`config.mk`:
```
export PLATFORM = sky130hd
export DESIGN_NAME = dsss_mod_tx
export DESIGN_NICKNAME = d
export VERILOG_FILES = /design/src/rtl/dsss_tx_pkg.sv /design/src/rtl/dsss_tx_scrambler.sv /design/src/rtl/dsss_tx_rate_ctl.sv /design/src/rtl/dsss_tx_diff_enc.sv /design/src/rtl/dsss_mod_tx.sv
export SDC_FILE = /design/constraint.sdc
export NUM_CORES = 1
export LEC_CHECK = 0
export BUFFER_PORTS_ARGS = -buffer_cell sky130_fd_sc_hd__buf_4
export CELL_PAD_IN_SITES_DETAIL_PLACEMENT = 1
export CELL_PAD_IN_SITES_GLOBAL_PLACEMENT = 1
export CORE_MARGIN = 2
export CORE_UTILIZATION = 30
export DETAILED_ROUTE_END_ITERATION = 16
export GPL_ROUTABILITY_DRIVEN = 0
export PLACE_DENSITY = 0.63
export SLEW_MARGIN = 20
export SYNTH_ARGS = -nofsm -noshare
export SYNTH_HDL_FRONTEND = slang
export SYNTH_HIERARCHICAL = 1
export SYNTH_SLANG_ARGS = --single-unit
```
`constraint.sdc`:
```
create_clock -name clk_i -period 4.2 [get_ports clk_i]
set_input_delay 0.21 -clock clk_i [delete_from_list [all_inputs] [get_ports clk_i]]
set_output_delay 0.21 -clock clk_i [all_outputs]
set_load 0.02 [all_outputs]
```
`src/rtl/dsss_tx_pkg.sv`:
```
package dsss_tx_pkg;
  localparam int SCR_W = 7;
  localparam int PH_W  = 2;

  typedef logic [PH_W-1:0] phase_t;

  // Gray-coded dibit to phase step in quarter turns
  function automatic phase_t dibit_step(input logic [1:0] d);
    phase_t s;
    unique case (d)
      2'b00:   s = 2'd0;
      2'b01:   s = 2'd1;
      2'b11:   s = 2'd2;
      default: s = 2'd3;
    endcase
    return s;
  endfunction
endpackage

```
`src/rtl/dsss_tx_scrambler.sv`:
```
module dsss_tx_scrambler #(
  parameter int W = 7
) (
  input  logic         clk_i,
  input  logic         rst_ni,
  input  logic         load_i,
  input  logic [W-1:0] seed_i,
  input  logic [W-1:0] taps_i,
  input  logic         shift_i,
  input  logic         din_i,
  output logic         dout_o
);
  logic [W-1:0] state_q;

  assign dout_o = din_i ^ (^(state_q & taps_i));

  always_ff @(posedge clk_i or negedge rst_ni) begin
    if (!rst_ni)      state_q <= '0;
    else if (load_i)  state_q <= seed_i;
    else if (shift_i) state_q <= {state_q[W-2:0], dout_o};
  end
endmodule

```
`src/rtl/dsss_tx_rate_ctl.sv`:
```
module dsss_tx_rate_ctl #(
  parameter int CNT_W = 8
) (
  input  logic             clk_i,
  input  logic             rst_ni,
  input  logic             start_i,
  input  logic             sym_stb_i,
  input  logic [CNT_W-1:0] hdr_len_i,
  input  logic             data_qpsk_i,
  output logic             bit_req_o,
  output logic             cap_o,
  output logic             done_o,
  output logic             qpsk_sym_o
);
  localparam logic [CNT_W-1:0] CNT_MAX = '1;

  logic             active_q, busy_q;
  logic [CNT_W-1:0] cnt_q;
  logic             accept, second, qpsk_now;

  assign accept   = active_q & ~busy_q & sym_stb_i & ~start_i;
  assign second   = busy_q & ~start_i;
  assign qpsk_now = (cnt_q >= hdr_len_i) & data_qpsk_i;

  assign bit_req_o  = accept | second;
  assign cap_o      = accept & qpsk_now;
  assign done_o     = (accept & ~qpsk_now) | second;
  assign qpsk_sym_o = busy_q | qpsk_now;

  always_ff @(posedge clk_i or negedge rst_ni) begin
    if (!rst_ni) begin
      active_q <= 1'b0;
      busy_q   <= 1'b0;
      cnt_q    <= '0;
    end else if (start_i) begin
      active_q <= 1'b1;
      busy_q   <= 1'b0;
      cnt_q    <= '0;
    end else begin
      if (cap_o)       busy_q <= 1'b1;
      else if (second) busy_q <= 1'b0;
      // saturate: only the header boundary matters
      if (done_o && cnt_q != CNT_MAX) cnt_q <= cnt_q + 1'b1;
    end
  end
endmodule

```
`src/rtl/dsss_tx_diff_enc.sv`:
```
module dsss_tx_diff_enc
  import dsss_tx_pkg::*;
(
  input  logic   clk_i,
  input  logic   rst_ni,
  input  logic   clear_i,
  input  logic   cap_i,
  input  logic   done_i,
  input  logic   qpsk_i,
  input  logic   sbit_i,
  output phase_t phase_o,
  output logic   vld_o,
  output logic   qpsk_o
);
  logic   msb_q;
  phase_t step;

  always_comb begin
    if (qpsk_i) step = dibit_step({msb_q, sbit_i});
    else        step = {sbit_i, 1'b0};
  end

  always_ff @(posedge clk_i or negedge rst_ni) begin
    if (!rst_ni) begin
      phase_o <= '0;
      vld_o   <= 1'b0;
      qpsk_o  <= 1'b0;
      msb_q   <= 1'b0;
    end else if (clear_i) begin
      phase_o <= '0;
      vld_o   <= 1'b0;
      qpsk_o  <= 1'b0;
      msb_q   <= 1'b0;
    end else begin
      vld_o <= done_i;
      if (cap_i) msb_q <= sbit_i;
      if (done_i) begin
        phase_o <= phase_o + step;
        qpsk_o  <= qpsk_i;
      end
    end
  end
endmodule

```
`src/rtl/dsss_mod_tx.sv`:
```
module dsss_mod_tx #(
  parameter int HDR_W = 8,
  parameter int SCR_W = dsss_tx_pkg::SCR_W
) (
  input  logic             clk_i,
  input  logic             rst_ni,
  input  logic             start_i,
  input  logic             sym_stb_i,
  input  logic             bit_i,
  input  logic [HDR_W-1:0] hdr_len_i,
  input  logic             data_qpsk_i,
  input  logic [SCR_W-1:0] scr_taps_i,
  input  logic [SCR_W-1:0] scr_seed_i,
  output logic             bit_req_o,
  output logic             sym_vld_o,
  output logic [1:0]       phase_o,
  output logic             qpsk_o
);
  logic cap, done, qpsk_sym, sbit;

  dsss_tx_rate_ctl #(.CNT_W(HDR_W)) u_rate (
    .clk_i       (clk_i),
    .rst_ni      (rst_ni),
    .start_i     (start_i),
    .sym_stb_i   (sym_stb_i),
    .hdr_len_i   (hdr_len_i),
    .data_qpsk_i (data_qpsk_i),
    .bit_req_o   (bit_req_o),
    .cap_o       (cap),
    .done_o      (done),
    .qpsk_sym_o  (qpsk_sym)
  );

  dsss_tx_scrambler #(.W(SCR_W)) u_scr (
    .clk_i   (clk_i),
    .rst_ni  (rst_ni),
    .load_i  (start_i),
    .seed_i  (scr_seed_i),
    .taps_i  (scr_taps_i),
    .shift_i (bit_req_o),
    .din_i   (bit_i),
    .dout_o  (sbit)
  );

  dsss_tx_diff_enc u_enc (
    .clk_i   (clk_i),
    .rst_ni  (rst_ni),
    .clear_i (start_i),
    .cap_i   (cap),
    .done_i  (done),
    .qpsk_i  (qpsk_sym),
    .sbit_i  (sbit),
    .phase_o (phase_o),
    .vld_o   (sym_vld_o),
    .qpsk_o  (qpsk_o)
  );
endmodule

```
==> flow_metrics.env <==
export IMPL_synth_edf_count=0
export IMPL_ys_ff_latch=22
export IMPL_ys_flop_type="dfrtp_1"
export IMPL_synth_area_leaders="dfrtp_1, mux2i_1, ha_1, nand2_1, xnor2_1"
export IMPL_drive_above_1_share=0.240
export IMPL_crit_family="simple AND/OR/NAND/NOR gates"
export IMPL_cts_setup_buffers=0
export IMPL_worst_pin_slew_ns=0.516
export IMPL_design_die_area_mm2=0.00531
export IMPL_netlist_area_leader_share=0.387
export IMPL_avgSynthCellArea_um2=9.82
export IMPL_syn_nets=183
export IMPL_fmaxAchievable_ghz=0.354
export IMPL_worstPathCellList="inv_1, ha_1, nand2b_4, a2111oi_4, o31ai_2, nand2_1, nand2b_1, and2_2, ha_1, nand2b_1, mux2i_1, mux2_1"
export IMPL_num_io_pins=33
export IMPL_grt_overflow_total=0
export IMPL_setup_violations=0
export IMPL_async_flop_share=1.00
export IMPL_core_region_area_mm2=0.00466
export IMPL_rsz0062_at_grt="no"
export IMPL_synth_fa_ha_area_frac=0.0879
export IMPL_grt_antenna_before_repair=0
export IMPL_clockBufferDepth=2
export IMPL_grt_use_total=0.132
export IMPL_drc=0
export IMPL_area_delta_synth_final_pct=25.3
export IMPL_dieWidth_um=72.9
export IMPL_routed_wirelength_mm=3.29
export IMPL_netlist_instances=145
export IMPL_path_class="reg2reg"
export IMPL_synth_warnings=6
export IMPL_grt_pass1_wl_mm=5.49
export IMPL_cts_root_buf="clkbuf_8"
export IMPL_powerDensity_mw_per_mm2=281
export IMPL_drv_slew=0
export IMPL_critPathMaxStageDelay_ns=0.43
export IMPL_wire_per_inst_um=14.1
export IMPL_finalCritPeriodShare=0.672
export IMPL_vias_per_cell=5.01
export IMPL_status="completed"
export IMPL_placed_area_mm2=0.00172
export IMPL_slew_headroom=0.654
export IMPL_die_y_um=72.9
export IMPL_fin_crit_ns=2.82
export IMPL_hold_viol=0
export IMPL_fin_setup_tns_ns=0
export IMPL_synth_distinct_cells=34
export IMPL_cts_buffers=3
export IMPL_ctsHoldBuffers=1
export IMPL_cap_violations=0
export IMPL_dp_hpwl_mm=2.59
export IMPL_cp_start_kind="flop"
export IMPL_crit_path_max_fanout=5
export IMPL_synth_compound_area_frac=0.139
export IMPL_grt_max_degree=31
export IMPL_fin_skew_ns=0.00141
export IMPL_clock_latency_ns=0.26
export IMPL_cts_tree="done"
export IMPL_grt_pass1_vias=1243
export IMPL_vdd_drop_max_v=0.000116
export IMPL_via_count=1167
export IMPL_netlist_area_mm2=0.00142
export IMPL_hold_path_class="in2reg"
export IMPL_synthMuxAreaShare=0.120
export IMPL_drt_first_iter_violations=50
export IMPL_start_util=0.306
export IMPL_leakage_nw=0.892
export IMPL_h_tree_depth=1
export IMPL_io_buffers=32
export IMPL_first_pass_iters=4
export IMPL_nets=218
export IMPL_synth_simple_area_share=0.176
export IMPL_yosys_area_top_type="dfrtp_1"
export IMPL_antenna_left=0
export IMPL_antenna_cells=0
export IMPL_cts_resized=0
export IMPL_path_buf_inv=1
export IMPL_ys_seq_area_frac=0.387
export IMPL_crit_slowest_cell="dfrtp_1"
export IMPL_cts_clk_slew_worst_paths_ns=0.08
export IMPL_cp_end_kind="flop"
export IMPL_cp_arrival_ns=2.97
export IMPL_rows=25
export IMPL_finalInstanceArea_mm2=0.00178
export IMPL_synth_top_family_by_area="simple AND/OR/NAND/NOR gates"
export IMPL_clock_sinks=22
export IMPL_required_ns=4.34
export IMPL_synth_xor_area_share=0.0554
## tightest hold or removal path, stage by stage
cell     delay [ns]
buf_4          0.07
nand2_1        0.04
o21ai_0        0.06
## per-stage QoR
step | hold slack (ns) | instances | setup slack [ns] | utilization | total power, mW
6_report | 0.166 | 233 | 1.38 | 0.383 | 0.501
5_1_grt | 0.154 | 233 | 1.19 | 0.383 | 0.530
4_1_cts | 0.163 | 233 | 1.33 | 0.383 | 0.510
3_5_place_dp | 0.127 | 228 | 1.36 | 0.369 | 0.355
3_3_place_gp | 0.122 | 228 | 1.48 | 0.369 | 0.349
2_1_floorplan | -0.0856 | 145 | 1.60 | - | 0.309
## layout make-up
cell class                      count  area (µm²)
Inverter                           10        37.5
Multi-Input combinational cell    110         823
Clock buffer                        4        55.1
Fill cell                         522        2880
Sequential cell                    22         551
Tap cell                           54        67.6
Timing Repair Buffer               33         250
## cell usage after synthesis (all sizes together), types with 2 or more instances
master,count
nand2,23
dfrtp,22
mux2i,16
ha,10
inv,10
nor2,8
a21oi,6
o21ai,6
xnor2,6
nand2b,4
nor2b,4
and3,3
xor2,3
a21boi,2
a311oi,2
clkbuf,2
nand4,2
nor4,2
o21a,2
or2,2
## where the power goes
part | total [mW] | internal, mW | leakage, nW | switching, mW
registers | 0.232 | 0.223 | 0.288 | 0.00917
clock network | 0.152 | 0.0834 | 0.0288 | 0.0687
logic | 0.117 | 0.0602 | 0.576 | 0.0568
total | 0.501 | 0.366 | 0.892 | 0.135
## worst paths after layout
path | slack, ns | cells past startpoint | endpoint | from
hold / removal | 0.17 | 3 | u_scr/state_q[1] | scr_seed_i[1]
min in group asynchronous | 0.37 | 2 | u_enc/phase_o[1] | rst_ni
setup reg to reg | 1.38 | 12 | u_enc/phase_o[1] | u_rate/cnt_q[0]
hold reg to reg | 0.51 | 1 | u_rate/active_q | u_rate/active_q
max in group asynchronous | 3.60 | 2 | u_scr/state_q[3] | rst_ni
setup / recovery | 1.38 | 12 | u_enc/phase_o[1] | u_rate/cnt_q[0]
## state kept, by name, summed over array words and instances (netlist names)
| register | count |
|---|---|
| u_enc/msb_q | 1 |
| u_enc/phase_o | 2 |
| u_enc/qpsk_o | 1 |
| u_enc/vld_o | 1 |
| u_rate/active_q | 1 |
| u_rate/busy_q | 1 |
| u_rate/cnt_q | 8 |
| u_scr/state_q | 7 |
## layer usage
layer,wire length (µm),track usage,up-vias
met1,1410,0.156,574
met4,17,0.0288,0
met2,1740,0.251,24
met5,0,0,-
li1,-,-,567
met3,117,0.0193,2
## placed cells by master (no fill, tap or decap), types with 2 or more instances in the layout
cell type  count
and3_1         3
nand2_1       23
buf_4         32
a311oi_1       2
xnor2_1        6
a21oi_1        4
o21ai_0        6
o21a_1         2
inv_1         10
mux2i_1       16
nor4_1         2
nor2b_1        4
clkbuf_8       4
nand4_1        2
nand2b_1       3
xor2_1         3
a21oi_4        2
nor2_1         8
ha_1          10
dfrtp_1       22
## logic make-up (layout without fill, tap and decap cells)
group                    Yosys count  in the layout
AND/OR/NAND/NOR                   51             51
AO/OA/AOI/OAI                     23             23
buffers and inverters             13             47
multiplexers                      17             17
XOR/XNOR                           9              9
flip-flops                        22             22
adder cells (fa/ha/maj)           10             10
(Power assumes the default switching activity.)
